`src/rtl/byte_seq_core.sv`:
```
module byte_seq_core #(
  parameter logic [15:0] RESET_PC = 16'h0000
) (
  input  logic        clk,
  input  logic        rst_n,
  output logic [15:0] mem_addr,
  input  logic [7:0]  mem_rdata,
  output logic [7:0]  mem_wdata,
  output logic        mem_we,
  output logic        halted
);

  typedef enum logic [2:0] {S_FETCH, S_DEC, S_OP1, S_OP2, S_WR, S_HALT} state_t;

  state_t      st;
  logic [15:0] pc;
  logic [7:0]  ir, lo;
  logic [7:0]  rf [0:7];

  logic [7:0]  op, acc;
  logic [2:0]  dst, src;
  logic [15:0] bc, de, hl, ptr_x, hl_next;
  logic        is_ldi8, is_ldx, is_ld16, is_jp, is_mov, is_xor, is_xori, is_halt, is_stop;

  assign op   = (st == S_DEC) ? mem_rdata : ir;
  assign dst  = op[5:3];
  assign src  = op[2:0];
  assign acc  = rf[7];
  assign bc   = {rf[0], rf[1]};
  assign de   = {rf[2], rf[3]};
  assign hl   = {rf[4], rf[5]};

  assign is_ldi8 = (op[7:6] == 2'b00) && (op[2:0] == 3'b110);
  assign is_ldx  = (op[7:6] == 2'b00) && (op[2:0] == 3'b010);
  assign is_ld16 = (op == 8'h01) || (op == 8'h11);
  assign is_jp   = (op == 8'hC3);
  assign is_halt = (op == 8'h76);
  assign is_stop = (op == 8'h10);
  assign is_mov  = (op[7:6] == 2'b01) && !is_halt;
  assign is_xor  = (op[7:3] == 5'b10101);
  assign is_xori = (op == 8'hEE);

  assign ptr_x   = (op[5:4] == 2'b00) ? bc : (op[5:4] == 2'b01) ? de : hl;
  assign hl_next = op[4] ? hl - 16'd1 : hl + 16'd1;
  assign halted  = (st == S_HALT);

  always_comb begin
    mem_addr  = pc;
    mem_we    = 1'b0;
    mem_wdata = acc;
    case (st)
      S_DEC: begin
        if (is_ldx && op[3])
          mem_addr = ptr_x;
        else if ((is_mov || is_xor) && src == 3'd6)
          mem_addr = hl;
      end
      S_OP1: begin
        if (is_ldi8 && dst == 3'd6) begin
          mem_addr  = hl;
          mem_we    = 1'b1;
          mem_wdata = mem_rdata;
        end
      end
      S_WR: begin
        mem_we = 1'b1;
        if (is_ldx) begin
          mem_addr = ptr_x;
        end else begin
          mem_addr  = hl;
          mem_wdata = rf[src];
        end
      end
      default: ;
    endcase
  end

  always_ff @(posedge clk) begin
    if (!rst_n) begin
      st <= S_FETCH;
      pc <= RESET_PC;
      ir <= 8'h00;
      lo <= 8'h00;
      for (int i = 0; i < 8; i++) rf[i] <= 8'h00;
    end else begin
      case (st)
        S_FETCH: begin
          pc <= pc + 16'd1;
          st <= S_DEC;
        end
        S_DEC: begin
          ir <= op;
          st <= S_FETCH;
          if (is_halt) begin
            st <= S_HALT;
          end else if (is_stop) begin
            pc <= pc + 16'd1;
            st <= S_HALT;
          end else if (is_ldi8 || is_ld16 || is_jp || is_xori) begin
            pc <= pc + 16'd1;
            st <= S_OP1;
          end else if (is_ldx) begin
            if (op[3]) begin
              st <= S_OP1;
              if (op[5]) {rf[4], rf[5]} <= hl_next;
            end else begin
              st <= S_WR;
            end
          end else if (is_mov) begin
            if (src == 3'd6)      st <= S_OP1;
            else if (dst == 3'd6) st <= S_WR;
            else                  rf[dst] <= rf[src];
          end else if (is_xor) begin
            if (src == 3'd6) st <= S_OP1;
            else             rf[7] <= acc ^ rf[src];
          end else if (op == 8'h03) begin
            {rf[0], rf[1]} <= bc + 16'd1;
          end else if (op == 8'h0B) begin
            {rf[0], rf[1]} <= bc - 16'd1;
          end
        end
        S_OP1: begin
          st <= S_FETCH;
          if (is_ld16 || is_jp) begin
            lo <= mem_rdata;
            pc <= pc + 16'd1;
            st <= S_OP2;
          end else if (is_ldi8) begin
            if (dst != 3'd6) rf[dst] <= mem_rdata;
          end else if (is_ldx) begin
            rf[7] <= mem_rdata;
          end else if (is_mov) begin
            rf[dst] <= mem_rdata;
          end else begin
            rf[7] <= acc ^ mem_rdata;
          end
        end
        S_OP2: begin
          st <= S_FETCH;
          if (is_jp)      pc <= {mem_rdata, lo};
          else if (op[4]) {rf[2], rf[3]} <= {mem_rdata, lo};
          else            {rf[0], rf[1]} <= {mem_rdata, lo};
        end
        S_WR: begin
          st <= S_FETCH;
          if (is_ldx && op[5]) {rf[4], rf[5]} <= hl_next;
        end
        default: ;
      endcase
    end
  end

endmodule

```
`config.mk`:
```
export PLATFORM = sky130hd
export DESIGN_NAME = byte_seq_core
export DESIGN_NICKNAME = d
export VERILOG_FILES = /design/src/rtl/byte_seq_core.sv
export SDC_FILE = /design/constraint.sdc
export NUM_CORES = 1
export LEC_CHECK = 0
export ABC_AREA = 0
export BUFFER_PORTS_ARGS = -buffer_cell sky130_fd_sc_hd__clkbuf_2
export CAP_MARGIN = 20
export CORE_ASPECT_RATIO = 1.4
export CORE_MARGIN = 2
export CORE_UTILIZATION = 50
export CTS_CLUSTER_SIZE = 24
export DETAILED_ROUTE_END_ITERATION = 16
export GPL_TIMING_DRIVEN = 0
export PLACE_DENSITY = 0.78
export SETUP_SLACK_MARGIN = 0.02
export SYNTH_ARGS = -nofsm -noshare
export SYNTH_HDL_FRONTEND = slang
export SYNTH_SLANG_ARGS = --single-unit
```
`constraint.sdc`:
```
create_clock -name clk -period 8.1 [get_ports clk]
set_clock_uncertainty 0.15 [all_clocks]
set_input_delay 1.62 -clock clk [delete_from_list [all_inputs] [get_ports clk]]
set_output_delay 1.62 -clock clk [all_outputs]
set_load 0.05 [all_outputs]
```
==> results.toml <==
[power_and_ir_drop]
power.net_switching_uw = 858
part_of_the_total_power_dissipated_in_sequential_elements = 0.289
p_clk_frac = 0.259
vdd_drop_max_mv = 0.137
power.static_leakage_uw = 0.00403
internal_power_uw = 1160
comb_power_share = 0.452
p_sw_frac = 0.426
power_density_normalized_to_cell_area_mw_per_mm2 = 187

[worst_setup_path]
worst-path-max-fanout = 10
cp.required_ns = 6.33
worstPathCellList = "clkbuf_1 -> nor4b_1 -> mux2i_1 -> nand2b_1 -> clkbuf_1 -> clkbuf_1 -> nand2_1 -> o21ai_0 -> a222oi_1 -> o21ai_0 -> clkbuf_2"
endpoint_kind = "output pin"
timing.setup.critical_path_class = "in2out"
timing.critical_path.slowest_stage_cell = "mux2i_1"
crit_path_max_incr_delay_ns = 0.74
timing.critical_path.buf_inv = 4
critical_path.most_common_cell = "clkbuf_1"
critical_path.top_delay_family = "buffers and inverters"
cp-start-kind = "primary input"
timing.critical_path.arrival_ns = 5.28

[global_routing]
grt_antenna_before_repair = 0
global_route.usage.met2 = 0.651
grt_use_met3 = 0.104
wire_length_of_the_first_global_routing_pass_um = 67600
grt-ovfl-total = 0
globalRouteMet1Util = 0.517
grt_start_max_net_pins = 19
grt_most_used_layer = "met2"
grt_overall_usage = 0.432
grt_pass1_vias = 11200

[placed_design]
finalWeightedCongestion = 1.04
place.detailed.hpwl_um = 33700
post_dp_cell_area_mm2 = 0.0104
place.port_buffers = 34

[clock_network]
clkSlewWorstSetupHoldPaths_ns = 0.07
cts_root_buf = "clkbuf_16"
ctsHoldBuffers = 0
cts_inserted_buffers = 9
cts_max_level = 3
numClockSinks = 99
clockBufferDepth = 2
insertion_delay_ns = 0.36
postCtsSetupRepairBufs = 0
cts_resized = 0
tritoncts = "done"

[final_layout]
sequential_cell_area_mm2 = 0.00198
nNetsFinal = 1470
area_growth_pct = 8.82
final_layout_size_suffix_gt1_frac = 0.0880
layout.cell_area.non_filler_mm2 = 0.0108
area_of_the_multi_input_gates_mm2 = 0.00730
fillers = 1915
antenna_cells_inserted = 0

[hold_path]
hold_path_class = "reg2reg"

[routing]
num_vias = 12200
drtPass1Iterations = 13
detail_route.iter0.violations = 2074
via_density_per_instance = 7.24
detail-route-antenna-nets = 0
detail_route.wirelength_um = 45700
post_drt_wl_per_cell_um = 27.2
detailed_route_drc_error_count = 0

[logic_synthesis]
post_synth_instance_area_mm2 = 0.00989
count_of_synthesis_stage_warnings_from_yosys = 0
async_flop_share = 0
synth.net_count = 1421
synth_edf_count = 0
ys_seq_elements = 99
netlist-cell-type-count = 81
synthesis.area_per_instance_um2 = 7.18
netlist_instances = 1378
synth_seq_area_share = 0.200
yosys_most_used_dff = "dfxtp_1"

[timing]
final_hold_viol_count = 0
clock.fmax_ghz = 0.142
final_total_negative_setup_slack_ns = 0
finalCriticalPeriod_ns = 7.05
relSlewSlack = 0.189
layout_worst_path_cycle_share = 0.871
setup-violations-final = 0
worst-slew-pin-transition_ns = 1.21
slew_violations = 0
rsz0062_at_grt = "false"

[floorplanning]
ioPinCount = 36
rows = 60
die_width_um = 123
design.core.area_mm2 = 0.0193
die_y_um = 170
design.die.area_mm2 = 0.0209
floorplan.initialDensity = 0.513

[flow_run]
drv.max_cap_violation_count = 0

[run_status]
outcome = "completed"
[cells by family (layout without fill, tap and decap cells)]
logic type	after synthesis	in the layout	share of synthesized area
compound gates	532	532	0.372
simple gates	453	453	0.211
buf+inv	151	205	0.0616
flops	99	99	0.200
mux	85	85	0.0899
fa+ha+maj	33	33	0.0433
xor+xnor	25	25	0.0221
[cell usage after synthesis (17+ instances only)]
cell,instances,share of area
xnor2_1,20,0.018
clkbuf_1,86,0.033
nand3_1,34,0.017
inv_1,40,0.015
nand2_1,171,0.065
o221ai_1,22,0.019
nand2b_1,19,0.012
o211ai_1,17,0.013
a222oi_1,31,0.031
nor3_1,24,0.012
mux2_2,27,0.031
a21oi_1,105,0.053
ha_1,31,0.039
nor2_1,126,0.048
dfxtp_1,99,0.20
o21ai_0,146,0.074
a211oi_1,44,0.033
mux2i_1,57,0.058
[power by group through the flow]
stage	clock, uW	sequential (uW)	combinational, uW
after global placement	0	587	855
after detailed placement	0	587	870
after floorplan	0	559	634
after CTS	516	576	875
final	522	582	910
after global routing	535	582	962
[flip-flops by register name (all words and copies together) (netlist names)]
| register | count |
|---|---|
| st | 3 |
| bc | 16 |
| lo | 8 |
| ir | 8 |
| de | 16 |
| pc | 16 |
| acc | 8 |
| hl | 16 |
| rf | 8 |
[layout make-up]
type                       instances  area share
sequential                        99       0.184
tap                              248      0.0288
multi-input combinational       1128       0.679
timing repair buffer              38      0.0193
buffer                           111      0.0427
inverter                          40      0.0140
clock inverter                     5      0.0100
clock buffer                      11      0.0226
[stage by stage]
step                       util  power (uW)  setup WS [ns]  hold WS (ns)  cells
after floorplan               -        1190           1.86         0.289   1378
after global placement    0.538        1440          0.668         0.310   1660
after detailed placement  0.539        1460           1.09         0.316   1662
after CTS                 0.557        1970           1.05         0.334   1678
after global routing      0.558        2080          0.973         0.355   1680
final                     0.558        2010           1.05         0.334   1680
[cell usage in the layout (no fill, tap or decap), drive strengths merged, types with 7 or more instances in the layout]
master / n
nor2: 129
a32o: 9
a221oi: 15
a222oi: 31
nand2: 171
o211a: 8
mux2: 28
a21oi: 105
o21a: 8
dfxtp: 99
a31oi: 10
and2: 7
mux2i: 57
clkbuf: 133
buf: 27
a311oi: 14
or3: 10
inv: 41
a22o: 14
o221ai: 22
nor2b: 11
a21o: 12
a211oi: 45
o22ai: 13
o21ai: 149
nand2b: 19
o211ai: 17
nor3: 25
and3: 15
a22oi: 15
nand3: 34
ha: 31
a211o: 8
xnor2: 20
[final timing paths]
check	start	to	slack [ns]	cells past startpoint
worst max register to register	st[0]	hl[13]	2.78	16
worst min-delay path	lo[6]	lo[6]	0.33	2
worst min register to register	lo[6]	lo[6]	0.33	2
worst max-delay path	mem_rdata[6]	mem_addr[0]	1.05	11
[worst register-to-register path, cell delays in order (launching register included)]
cell and delay [ns]:
dfxtp_1 0.44, or3b_1 0.37, buf_2 0.20, buf_6 0.18, buf_6 0.15, mux2i_1 0.25, buf_2 0.42, inv_1 0.36
ha_1 0.40, a211oi_1 0.34, o211ai_1 0.22, a31oi_1 0.27, nor3_1 0.10, a2111oi_0 0.66, xnor2_1 0.19, a222oi_1 0.38
a21oi_1 0.11
[metal layers]
layer / part of all wire / vias to the layer above
li1: - / 5313
met1: 0.36 / 5579
met2: 0.43 / 982
met3: 0.12 / 288
met4: 0.099 / 0
met5: 0 / -
No activity file was read; power rests on OpenSTA's default activity.
